File: config.mk
export PLATFORM = sky130hd
export DESIGN_NAME = opmul_core
export DESIGN_NICKNAME = d
export VERILOG_FILES = /design/src/rtl/opmul_pkg.sv /design/src/rtl/opmul_mac.sv /design/src/rtl/opmul_part_buf.sv /design/src/rtl/opmul_seq.sv /design/src/rtl/opmul_core.sv
export SDC_FILE = /design/constraint.sdc
export NUM_CORES = 2
export LEC_CHECK = 0
export CORE_ASPECT_RATIO = 1.25
export CORE_MARGIN = 4
export CORE_UTILIZATION = 39
export DETAILED_ROUTE_END_ITERATION = 16
export GPL_ROUTABILITY_DRIVEN = 0
export PLACE_DENSITY = 0.57
export SYNTH_ARGS = -nofsm -noshare
export SYNTH_HDL_FRONTEND = slang
export SYNTH_HIERARCHICAL = 1
export SYNTH_SLANG_ARGS = --single-unit
File: constraint.sdc
create_clock -name clk -period 20.8 [get_ports clk]
set_clock_uncertainty 0.1 [all_clocks]
set_input_delay 2.08 -clock clk [delete_from_list [all_inputs] [get_ports clk]]
set_output_delay 2.08 -clock clk [all_outputs]
set_load 0.01 [all_outputs]
File: src/rtl/opmul_pkg.sv
package opmul_pkg;

    typedef enum logic [2:0] {
        ST_IDLE,
        ST_FILL,
        ST_OPEN,
        ST_MAC,
        ST_DRAIN,
        ST_CLOSE
    } seq_state_e;

    typedef struct packed {
        logic clear;     // zero the accumulator
        logic add_part;  // add stored partial word of the column
        logic shift;     // drop low word, keep carry for next column
        logic load_a;    // load cached word into first input
        logic load_b;    // load streamed word into second input, fires product
    } mac_ctrl_t;

    // lowest cached offset that has a term in pass column t
    function automatic int col_lo(input int t, input int n);
        return (t > n - 1) ? t - (n - 1) : 0;
    endfunction

    // highest cached offset that has a term in pass column t
    function automatic int col_hi(input int t, input int row);
        return (t < row - 1) ? t : row - 1;
    endfunction

endpackage

File: src/rtl/opmul_mac.sv
module opmul_mac
    import opmul_pkg::*;
#(
    parameter int W     = 16,
    parameter int ACC_W = 40
) (
    input  logic         clk,
    input  logic         rst,
    input  mac_ctrl_t    ctrl,
    input  logic [W-1:0] a_in,
    input  logic [W-1:0] b_in,
    input  logic [W-1:0] part_in,
    output logic [W-1:0] acc_low
);
    logic [W-1:0]     op_a_q;
    logic [W-1:0]     op_b_q;
    logic             fire_q;
    logic [ACC_W-1:0] acc_q;
    logic [2*W-1:0]   prod;
    logic [ACC_W-1:0] base;

    assign prod = op_a_q * op_b_q;

    always_comb begin
        if (ctrl.clear)
            base = '0;
        else if (ctrl.shift)
            base = acc_q >> W;
        else if (ctrl.add_part)
            base = acc_q + ACC_W'(part_in);
        else
            base = acc_q;
    end

    always_ff @(posedge clk) begin
        if (rst) begin
            op_a_q <= '0;
            op_b_q <= '0;
            fire_q <= 1'b0;
            acc_q  <= '0;
        end else begin
            if (ctrl.load_a) op_a_q <= a_in;
            if (ctrl.load_b) op_b_q <= b_in;
            fire_q <= ctrl.load_b;
            acc_q  <= base + (fire_q ? ACC_W'(prod) : '0);
        end
    end

    assign acc_low = acc_q[W-1:0];
endmodule

File: src/rtl/opmul_part_buf.sv
module opmul_part_buf #(
    parameter int W     = 16,
    parameter int DEPTH = 32,
    parameter int AW    = 5
) (
    input  logic          clk,
    input  logic          rst,
    input  logic          clear_all,
    input  logic          we,
    input  logic [AW-1:0] addr,
    input  logic [W-1:0]  wdata,
    output logic [W-1:0]  rdata
);
    logic [W-1:0] mem_q [DEPTH];

    always_ff @(posedge clk) begin
        if (rst || clear_all) begin
            for (int i = 0; i < DEPTH; i++) mem_q[i] <= '0;
        end else if (we) begin
            mem_q[addr] <= wdata;
        end
    end

    assign rdata = mem_q[addr];
endmodule

File: src/rtl/opmul_seq.sv
module opmul_seq
    import opmul_pkg::*;
#(
    parameter int N   = 16,
    parameter int ROW = 4,
    parameter int W   = 16,
    parameter int AW  = 5,
    parameter int CW  = 10
) (
    input  logic          clk,
    input  logic          rst,
    input  logic          start,
    input  logic [W-1:0]  rd_data,
    output logic [AW-1:0] rd_addr,
    output mac_ctrl_t     ctrl,
    output logic [W-1:0]  a_word,
    output logic          buf_clear,
    output logic          buf_we,
    output logic [AW-1:0] buf_addr,
    output logic          wr_en,
    output logic          busy,
    output logic          done,
    output logic [CW-1:0] load_count
);
    localparam int ROWS   = N / ROW;
    localparam int LAST_T = N + ROW - 1;
    localparam int TW     = $clog2(N + ROW);
    localparam int RW     = (ROWS > 1) ? $clog2(ROWS) : 1;
    localparam int KW     = (ROW > 1) ? $clog2(ROW) : 1;

    seq_state_e    state_q;
    logic [RW-1:0] row_q;
    logic [TW-1:0] t_q;
    logic [KW-1:0] k_q;
    logic [KW-1:0] fill_q;
    logic [KW-1:0] held_q;
    logic          held_v_q;
    logic          desc_q;
    logic          done_q;
    logic [CW-1:0] count_q;
    logic [W-1:0]  cache_q [ROW];

    int   col_base;
    int   lo_i;
    int   hi_i;
    logic need_a;
    logic last_row;

    assign col_base = int'(row_q) * ROW;
    assign lo_i     = col_lo(int'(t_q), N);
    assign hi_i     = col_hi(int'(t_q), ROW);
    assign need_a   = !held_v_q || (held_q != k_q);
    assign last_row = (row_q == RW'(ROWS - 1));

    always_comb begin
        rd_addr   = '0;
        ctrl      = '0;
        buf_clear = 1'b0;
        buf_we    = 1'b0;
        buf_addr  = '0;
        wr_en     = 1'b0;
        case (state_q)
            ST_IDLE:  buf_clear = start;
            ST_FILL: begin
                rd_addr    = AW'(N + col_base + int'(fill_q));
                ctrl.clear = 1'b1;
            end
            ST_OPEN: begin
                buf_addr      = AW'(col_base + int'(t_q));
                ctrl.add_part = 1'b1;
            end
            ST_MAC: begin
                rd_addr     = AW'(int'(t_q) - int'(k_q));
                ctrl.load_b = 1'b1;
                ctrl.load_a = need_a;
            end
            ST_CLOSE: begin
                buf_addr   = AW'(col_base + int'(t_q));
                buf_we     = 1'b1;
                ctrl.shift = 1'b1;
                wr_en      = (int'(t_q) < ROW) || last_row;
            end
            default: ;
        endcase
    end

    always_ff @(posedge clk) begin
        if (rst) begin
            state_q  <= ST_IDLE;
            row_q    <= '0;
            t_q      <= '0;
            k_q      <= '0;
            fill_q   <= '0;
            held_q   <= '0;
            held_v_q <= 1'b0;
            desc_q   <= 1'b0;
            done_q   <= 1'b0;
            count_q  <= '0;
            for (int i = 0; i < ROW; i++) cache_q[i] <= '0;
        end else begin
            done_q <= 1'b0;
            case (state_q)
                ST_IDLE: begin
                    if (start) begin
                        state_q <= ST_FILL;
                        row_q   <= '0;
                        fill_q  <= '0;
                        count_q <= '0;
                    end
                end
                ST_FILL: begin
                    cache_q[fill_q] <= rd_data;
                    held_v_q        <= 1'b0;
                    if (fill_q == KW'(ROW - 1)) begin
                        state_q <= ST_OPEN;
                        t_q     <= '0;
                    end else begin
                        fill_q <= fill_q + 1'b1;
                    end
                end
                ST_OPEN: begin
                    if (lo_i > hi_i) begin
                        state_q <= ST_DRAIN;
                    end else begin
                        desc_q  <= ~t_q[0];
                        k_q     <= t_q[0] ? KW'(lo_i) : KW'(hi_i);
                        state_q <= ST_MAC;
                    end
                end
                ST_MAC: begin
                    held_q   <= k_q;
                    held_v_q <= 1'b1;
                    count_q  <= count_q + (need_a ? CW'(2) : CW'(1));
                    if (desc_q) begin
                        if (int'(k_q) == lo_i) state_q <= ST_DRAIN;
                        else                   k_q     <= k_q - 1'b1;
                    end else begin
                        if (int'(k_q) == hi_i) state_q <= ST_DRAIN;
                        else                   k_q     <= k_q + 1'b1;
                    end
                end
                ST_DRAIN: state_q <= ST_CLOSE;
                ST_CLOSE: begin
                    if (int'(t_q) == LAST_T) begin
                        if (last_row) begin
                            state_q <= ST_IDLE;
                            done_q  <= 1'b1;
                        end else begin
                            row_q   <= row_q + 1'b1;
                            fill_q  <= '0;
                            state_q <= ST_FILL;
                        end
                    end else begin
                        t_q     <= t_q + 1'b1;
                        state_q <= ST_OPEN;
                    end
                end
                default: state_q <= ST_IDLE;
            endcase
        end
    end

    assign a_word     = cache_q[k_q];
    assign busy       = (state_q != ST_IDLE);
    assign done       = done_q;
    assign load_count = count_q;
endmodule

File: src/rtl/opmul_core.sv
module opmul_core
    import opmul_pkg::*;
#(
    parameter int N     = 16,
    parameter int W     = 16,
    parameter int ROW   = 4,
    parameter int ACC_W = 40,
    localparam int AW   = $clog2(2 * N),
    localparam int CW   = $clog2(2 * N * N + 1)
) (
    input  logic          clk,
    input  logic          rst,
    input  logic          start,
    output logic [AW-1:0] rd_addr,
    input  logic [W-1:0]  rd_data,
    output logic          wr_en,
    output logic [AW-1:0] wr_addr,
    output logic [W-1:0]  wr_data,
    output logic          busy,
    output logic          done,
    output logic [CW-1:0] load_count
);
    mac_ctrl_t     ctrl;
    logic [W-1:0]  a_word;
    logic [W-1:0]  acc_low;
    logic [W-1:0]  part_word;
    logic          buf_clear;
    logic          buf_we;
    logic [AW-1:0] buf_addr;

    opmul_seq #(.N(N), .ROW(ROW), .W(W), .AW(AW), .CW(CW)) u_seq (
        .clk        (clk),
        .rst        (rst),
        .start      (start),
        .rd_data    (rd_data),
        .rd_addr    (rd_addr),
        .ctrl       (ctrl),
        .a_word     (a_word),
        .buf_clear  (buf_clear),
        .buf_we     (buf_we),
        .buf_addr   (buf_addr),
        .wr_en      (wr_en),
        .busy       (busy),
        .done       (done),
        .load_count (load_count)
    );

    opmul_mac #(.W(W), .ACC_W(ACC_W)) u_mac (
        .clk     (clk),
        .rst     (rst),
        .ctrl    (ctrl),
        .a_in    (a_word),
        .b_in    (rd_data),
        .part_in (part_word),
        .acc_low (acc_low)
    );

    opmul_part_buf #(.W(W), .DEPTH(2 * N), .AW(AW)) u_buf (
        .clk       (clk),
        .rst       (rst),
        .clear_all (buf_clear),
        .we        (buf_we),
        .addr      (buf_addr),
        .wdata     (acc_low),
        .rdata     (part_word)
    );

    assign wr_addr = buf_addr;
    assign wr_data = acc_low;
endmodule

==> report_table.html <==
<table>
<tr><th>Metric</th><th>Value</th></tr>
<tr><th colspan="2">Run status</th></tr>
<tr><td>Result of the run</td><td>finished clean</td></tr>
<tr><th colspan="2">Synthesis</th></tr>
<tr><td>Gate Count Post-Synth</td><td>about 3.9k</td></tr>
<tr><td>Most instantiated flip-flop cell in the synthesis netlist</td><td>edfxtp_1</td></tr>
<tr><td>Cell with the most instances after synthesis</td><td>and2_1</td></tr>
<tr><td>Syn avg cell area</td><td>11.13 sq um</td></tr>
<tr><td>Count of different cell masters after synthesis</td><td>roughly 110</td></tr>
<tr><td>Portion of synthesized cell area occupied by the leading cell type</td><td>40.29%</td></tr>
<tr><td>Sequential element share of the synthesized area</td><td>45.14%</td></tr>
<tr><td>Count of flip-flops with a built-in enable after synthesis</td><td>576</td></tr>
<tr><td>Post-synthesis cell type with the largest combined area</td><td>edfxtp_1</td></tr>
<tr><td>Flip-flop and latch count after synthesis</td><td>680</td></tr>
<tr><td>Async set or reset register ratio after synthesis</td><td>0%</td></tr>
<tr><td>Cell types with the highest counts after synthesis</td><td>and2_1 (711), edfxtp_1 (576), mux2i_1 (300)</td></tr>
<tr><td>Area contributors post-synth</td><td>edfxtp_1 (40%), and2_1 (10%), fa_1 (9.3%), mux2i_1 (7.0%), ha_1 (4.9%)</td></tr>
<tr><td>Number of warnings issued by yosys</td><td>6</td></tr>
<tr><td>Synthesized cell area</td><td>42930 sq um</td></tr>
<tr><th colspan="2">Worst setup path</th></tr>
<tr><td>Terminus of the critical flop-to-flop path</td><td>u_mac/acc_q[34]</td></tr>
<tr><td>Worst-case register-to-register setup slack</td><td>10830 ps</td></tr>
<tr><td>Max FO, Critical Path</td><td>97</td></tr>
<tr><td>CP Launch Point</td><td>u_seq/state_q[0]</td></tr>
<tr><td>Data arrival time at the worst-slack endpoint</td><td>between 10000 and 15000 ps</td></tr>
<tr><td>CP max-delay cell</td><td>nor4_1</td></tr>
<tr><td>Startpoint type of the worst setup path</td><td>flip-flop</td></tr>
<tr><td>Reg2reg start</td><td>u_seq/state_q[0]</td></tr>
<tr><td>Maximum cell stage delay along the critical path</td><td>920 ps</td></tr>
<tr><td>Kind of end point of the critical path</td><td>flip-flop</td></tr>
<tr><td>Worst setup path category</td><td>reg2reg</td></tr>
<tr><td>Required time worst endpoint</td><td>21240 ps</td></tr>
<tr><td>End point of the critical path</td><td>u_mac/acc_q[34]</td></tr>
<tr><td>FF-to-FF path depth</td><td>31</td></tr>
<tr><th colspan="2">Layout</th></tr>
<tr><td>Share of post-route cells with drive strength above 1</td><td>roughly 7.4%</td></tr>
<tr><td>Filler cells</td><td>10.17k</td></tr>
<tr><td>Post-layout instance area</td><td>about 47000 sq um</td></tr>
<tr><td>Synthesis-to-layout area growth</td><td>9.705%</td></tr>
<tr><td>Final Net Count</td><td>4202</td></tr>
<tr><th colspan="2">Placement</th></tr>
<tr><td>Number of buffers inserted by port buffering</td><td>57</td></tr>
<tr><td>DP Area</td><td>44680 sq um</td></tr>
<tr><td>HPWL Detailed</td><td>76.82 mm</td></tr>
<tr><th colspan="2">Floorplan</th></tr>
<tr><td>Initial Utilization</td><td>39.47%</td></tr>
<tr><td>Top-Level Pins</td><td>58</td></tr>
<tr><td>Floorplan die height</td><td>379.0 microns</td></tr>
<tr><td>Area of the core region</td><td>108800 sq um</td></tr>
<tr><td>Cell row count</td><td>around 140</td></tr>
<tr><td>Die W</td><td>304.8 microns</td></tr>
<tr><td>Die area</td><td>115500 sq um</td></tr>
<tr><th colspan="2">Worst hold path</th></tr>
<tr><td>Number of stages on the worst hold path</td><td>2</td></tr>
<tr><td>Class of the worst hold path</td><td>reg2reg</td></tr>
<tr><th colspan="2">Global route</th></tr>
<tr><td>Global-route wire length before repair</td><td>174.2 mm</td></tr>
<tr><td>Vias in the first global route</td><td>29.07k</td></tr>
<tr><td>Pin count of the biggest net entering global routing</td><td>98</td></tr>
<tr><td>Total Routing Usage GR</td><td>between 10% and 20%</td></tr>
<tr><td>Remaining global-route overflow</td><td>0</td></tr>
<tr><td>Antenna violations before repair</td><td>0</td></tr>
<tr><th colspan="2">Routing</th></tr>
<tr><td>Antenna Violating Nets Remaining</td><td>0</td></tr>
<tr><td>Via-to-Cell Ratio</td><td>5.248</td></tr>
<tr><td>Total wire length after detailed routing</td><td>~110 mm</td></tr>
<tr><td>Initial detailed-routing violation count</td><td>1669</td></tr>
<tr><td>Post-route DRC</td><td>0</td></tr>
<tr><td>Routed WL per cell</td><td>21.16 microns</td></tr>
<tr><td>Vias after detailed routing</td><td>27.89k</td></tr>
<tr><td>First drt pass iteration count</td><td>5</td></tr>
<tr><th colspan="2">CTS</th></tr>
<tr><td>Insertion delay of the later-clocked pin in the worst-skew pair</td><td>around 660 ps</td></tr>
<tr><td>Number of buffers created by CTS</td><td>75</td></tr>
<tr><td>Quantity of gates resized following cts</td><td>0</td></tr>
<tr><td>Number of hold-repair buffers added at the cts stage</td><td>0</td></tr>
<tr><td>Register clock-pin slew on the reported worst setup and hold paths</td><td>60 ps</td></tr>
<tr><td>Buffer depth of the longest clock path</td><td>3</td></tr>
<tr><td>CTS tree</td><td>built</td></tr>
<tr><td>Root buffer cell</td><td>clkbuf_16</td></tr>
<tr><td>Total clock sinks</td><td>680</td></tr>
<tr><td>Max H-tree Level</td><td>3</td></tr>
<tr><td>Setup fix buffers added after clock tree synthesis</td><td>0</td></tr>
<tr><th colspan="2">Timing</th></tr>
<tr><td>Share of the cycle needed by the critical path after routing</td><td>about 48%</td></tr>
<tr><td>Final period demand of the worst path</td><td>between 9000 and 10000 ps</td></tr>
<tr><td>Hold slack</td><td>372.5 ps</td></tr>
<tr><td>Setup violations, final</td><td>0</td></tr>
<tr><td>Slew margin rel.</td><td>20.52%</td></tr>
<tr><td>Hold violation total from the final report</td><td>0</td></tr>
<tr><td>Final TNS setup</td><td>0 ps</td></tr>
<tr><td>Actual transition at the worst max-transition pin</td><td>1181 ps</td></tr>
<tr><td>Unrepaired setup endpoints after global routing</td><td>no</td></tr>
<tr><td>Number of pins with negative max-slew slack in the final report</td><td>0</td></tr>
<tr><td>Maximum clock rate</td><td>approximately 100 MHz</td></tr>
<tr><th colspan="2">Pwr</th></tr>
<tr><td>Leakage dissipation</td><td>about 18 nW</td></tr>
<tr><td>Power density over the cells</td><td>66.25 nW/um^2</td></tr>
<tr><td>Peak supply drop</td><td>67.17 uV</td></tr>
<tr><th colspan="2">Run</th></tr>
<tr><td>Max-capacitance violation count</td><td>0</td></tr>
</table>
[worst max-delay path: cells and delay by family (launching register included)]
| family | cells | cell delay [ps] |
|---|---|---|
| and+or+nand+nor | 11 | 2910 |
| DFF | 1 | 480 |
| AOI/OAI and AO/OA | 12 | 3120 |
| muxes | 1 | 320 |
| adders and majority gates | 2 | 800 |
| buffers and inverters | 4 | 1740 |
| xor gates and xnor gates | 1 | 160 |
[worst min path at each step]
stage	from	end	slack, ps
after floorplan	u_seq/held_v_q	u_seq/held_v_q	350
after global placement	u_seq/held_q[1]	u_seq/held_q[1]	360
after detailed placement	u_seq/held_q[1]	u_seq/held_q[1]	360
after CTS	u_seq/held_q[1]	u_seq/held_q[1]	370
after global routing	u_seq/held_q[1]	u_seq/held_q[1]	390
final	u_seq/held_q[1]	u_seq/held_q[1]	370
[cells by family (layout without fill, tap and decap cells)]
kind of cell	after synthesis	in the layout	synth area share (%)
and+or+nand+nor	1400	1400	18.63
DFF	680	680	45.14
buffers and inverters	538	553	5.467
AOI/OAI and AO/OA	462	462	6.790
adders and majority gates	366	366	14.15
muxes	321	321	7.965
xor gates and xnor gates	91	91	1.856
other	1	4	0.008734
[power by group]
group          internal (W)  leakage [nW]  switching, W
clock network      0.000772          1.18      0.000556
logic             0.0000578          10.3      0.000129
registers           0.00157          7.03     0.0000318
[through the flow]
stage	worst slack (ps)	total power (W)	utilization (%)	instances
3_5_place_dp	11040	0.001823	41.08	5178
5_1_grt	10210	0.003230	43.30	5314
2_1_floorplan	12550	0.001741	-	3861
6_report	10830	0.003120	43.30	5315
3_3_place_gp	11170	0.001820	41.08	5178
4_1_cts	10970	0.003154	43.30	5314
[cells in the final DEF, fill, tap and decap left out, types with 14 or more instances in the layout]
master and instances:
nor3_1 24, nor2b_1 17, nor4_1 34, inv_1 278, nand2b_1 15, fa_1 199, mux2i_1 300, nor2_2 15
a21o_1 33, nand4_1 16, clkdlybuf4s50_1 56, o21ai_1 30, or3_1 14, nand2_1 227, clkbuf_16 78, mux4_2 16
clkbuf_1 18, buf_4 78, a21oi_1 106, edfxtp_1 576, dfxtp_1 103, and3_1 16, a211oi_1 18, o21ai_0 54
and2_1 711, nand3_1 28, ha_1 167, nor2_1 190, o22ai_1 131, xor2_1 34, xnor2_1 57
[per-layer routing]
metal	vias to the layer above	wire length (microns)	GRT usage [%]
met3	172	4066	2.288
met5	-	0	0
li1	13190	-	-
met1	13984	46590	23.70
met4	0	3558	6.400
met2	545	58230	35.67
[area by class of cell]
type                       count  area, sq um  area share, %
clock buffer                  98         2047          4.346
timing repair buffer         137         1206          2.561
antenna                        1        2.502       0.005313
tap                         1438         1799          3.820
inverter                     280         1051          2.231
clock inverter                38        369.1         0.7837
sequential                   680        19380          41.15
multi-input combinational   2643        21250          45.11
[registers in the layout, indices dropped and copies added, names as in the netlist, 3 cells and up, named ones only]
name / count
u_seq/state_q: 3
u_seq/load_count: 10
u_buf/mem_q: 512
u_mac/acc_q: 40
u_seq/t_q: 5
u_mac/op_b_q: 16
u_seq/cache_q: 64
u_mac/op_a_q: 16
Power figures use the tool's default switching activity.
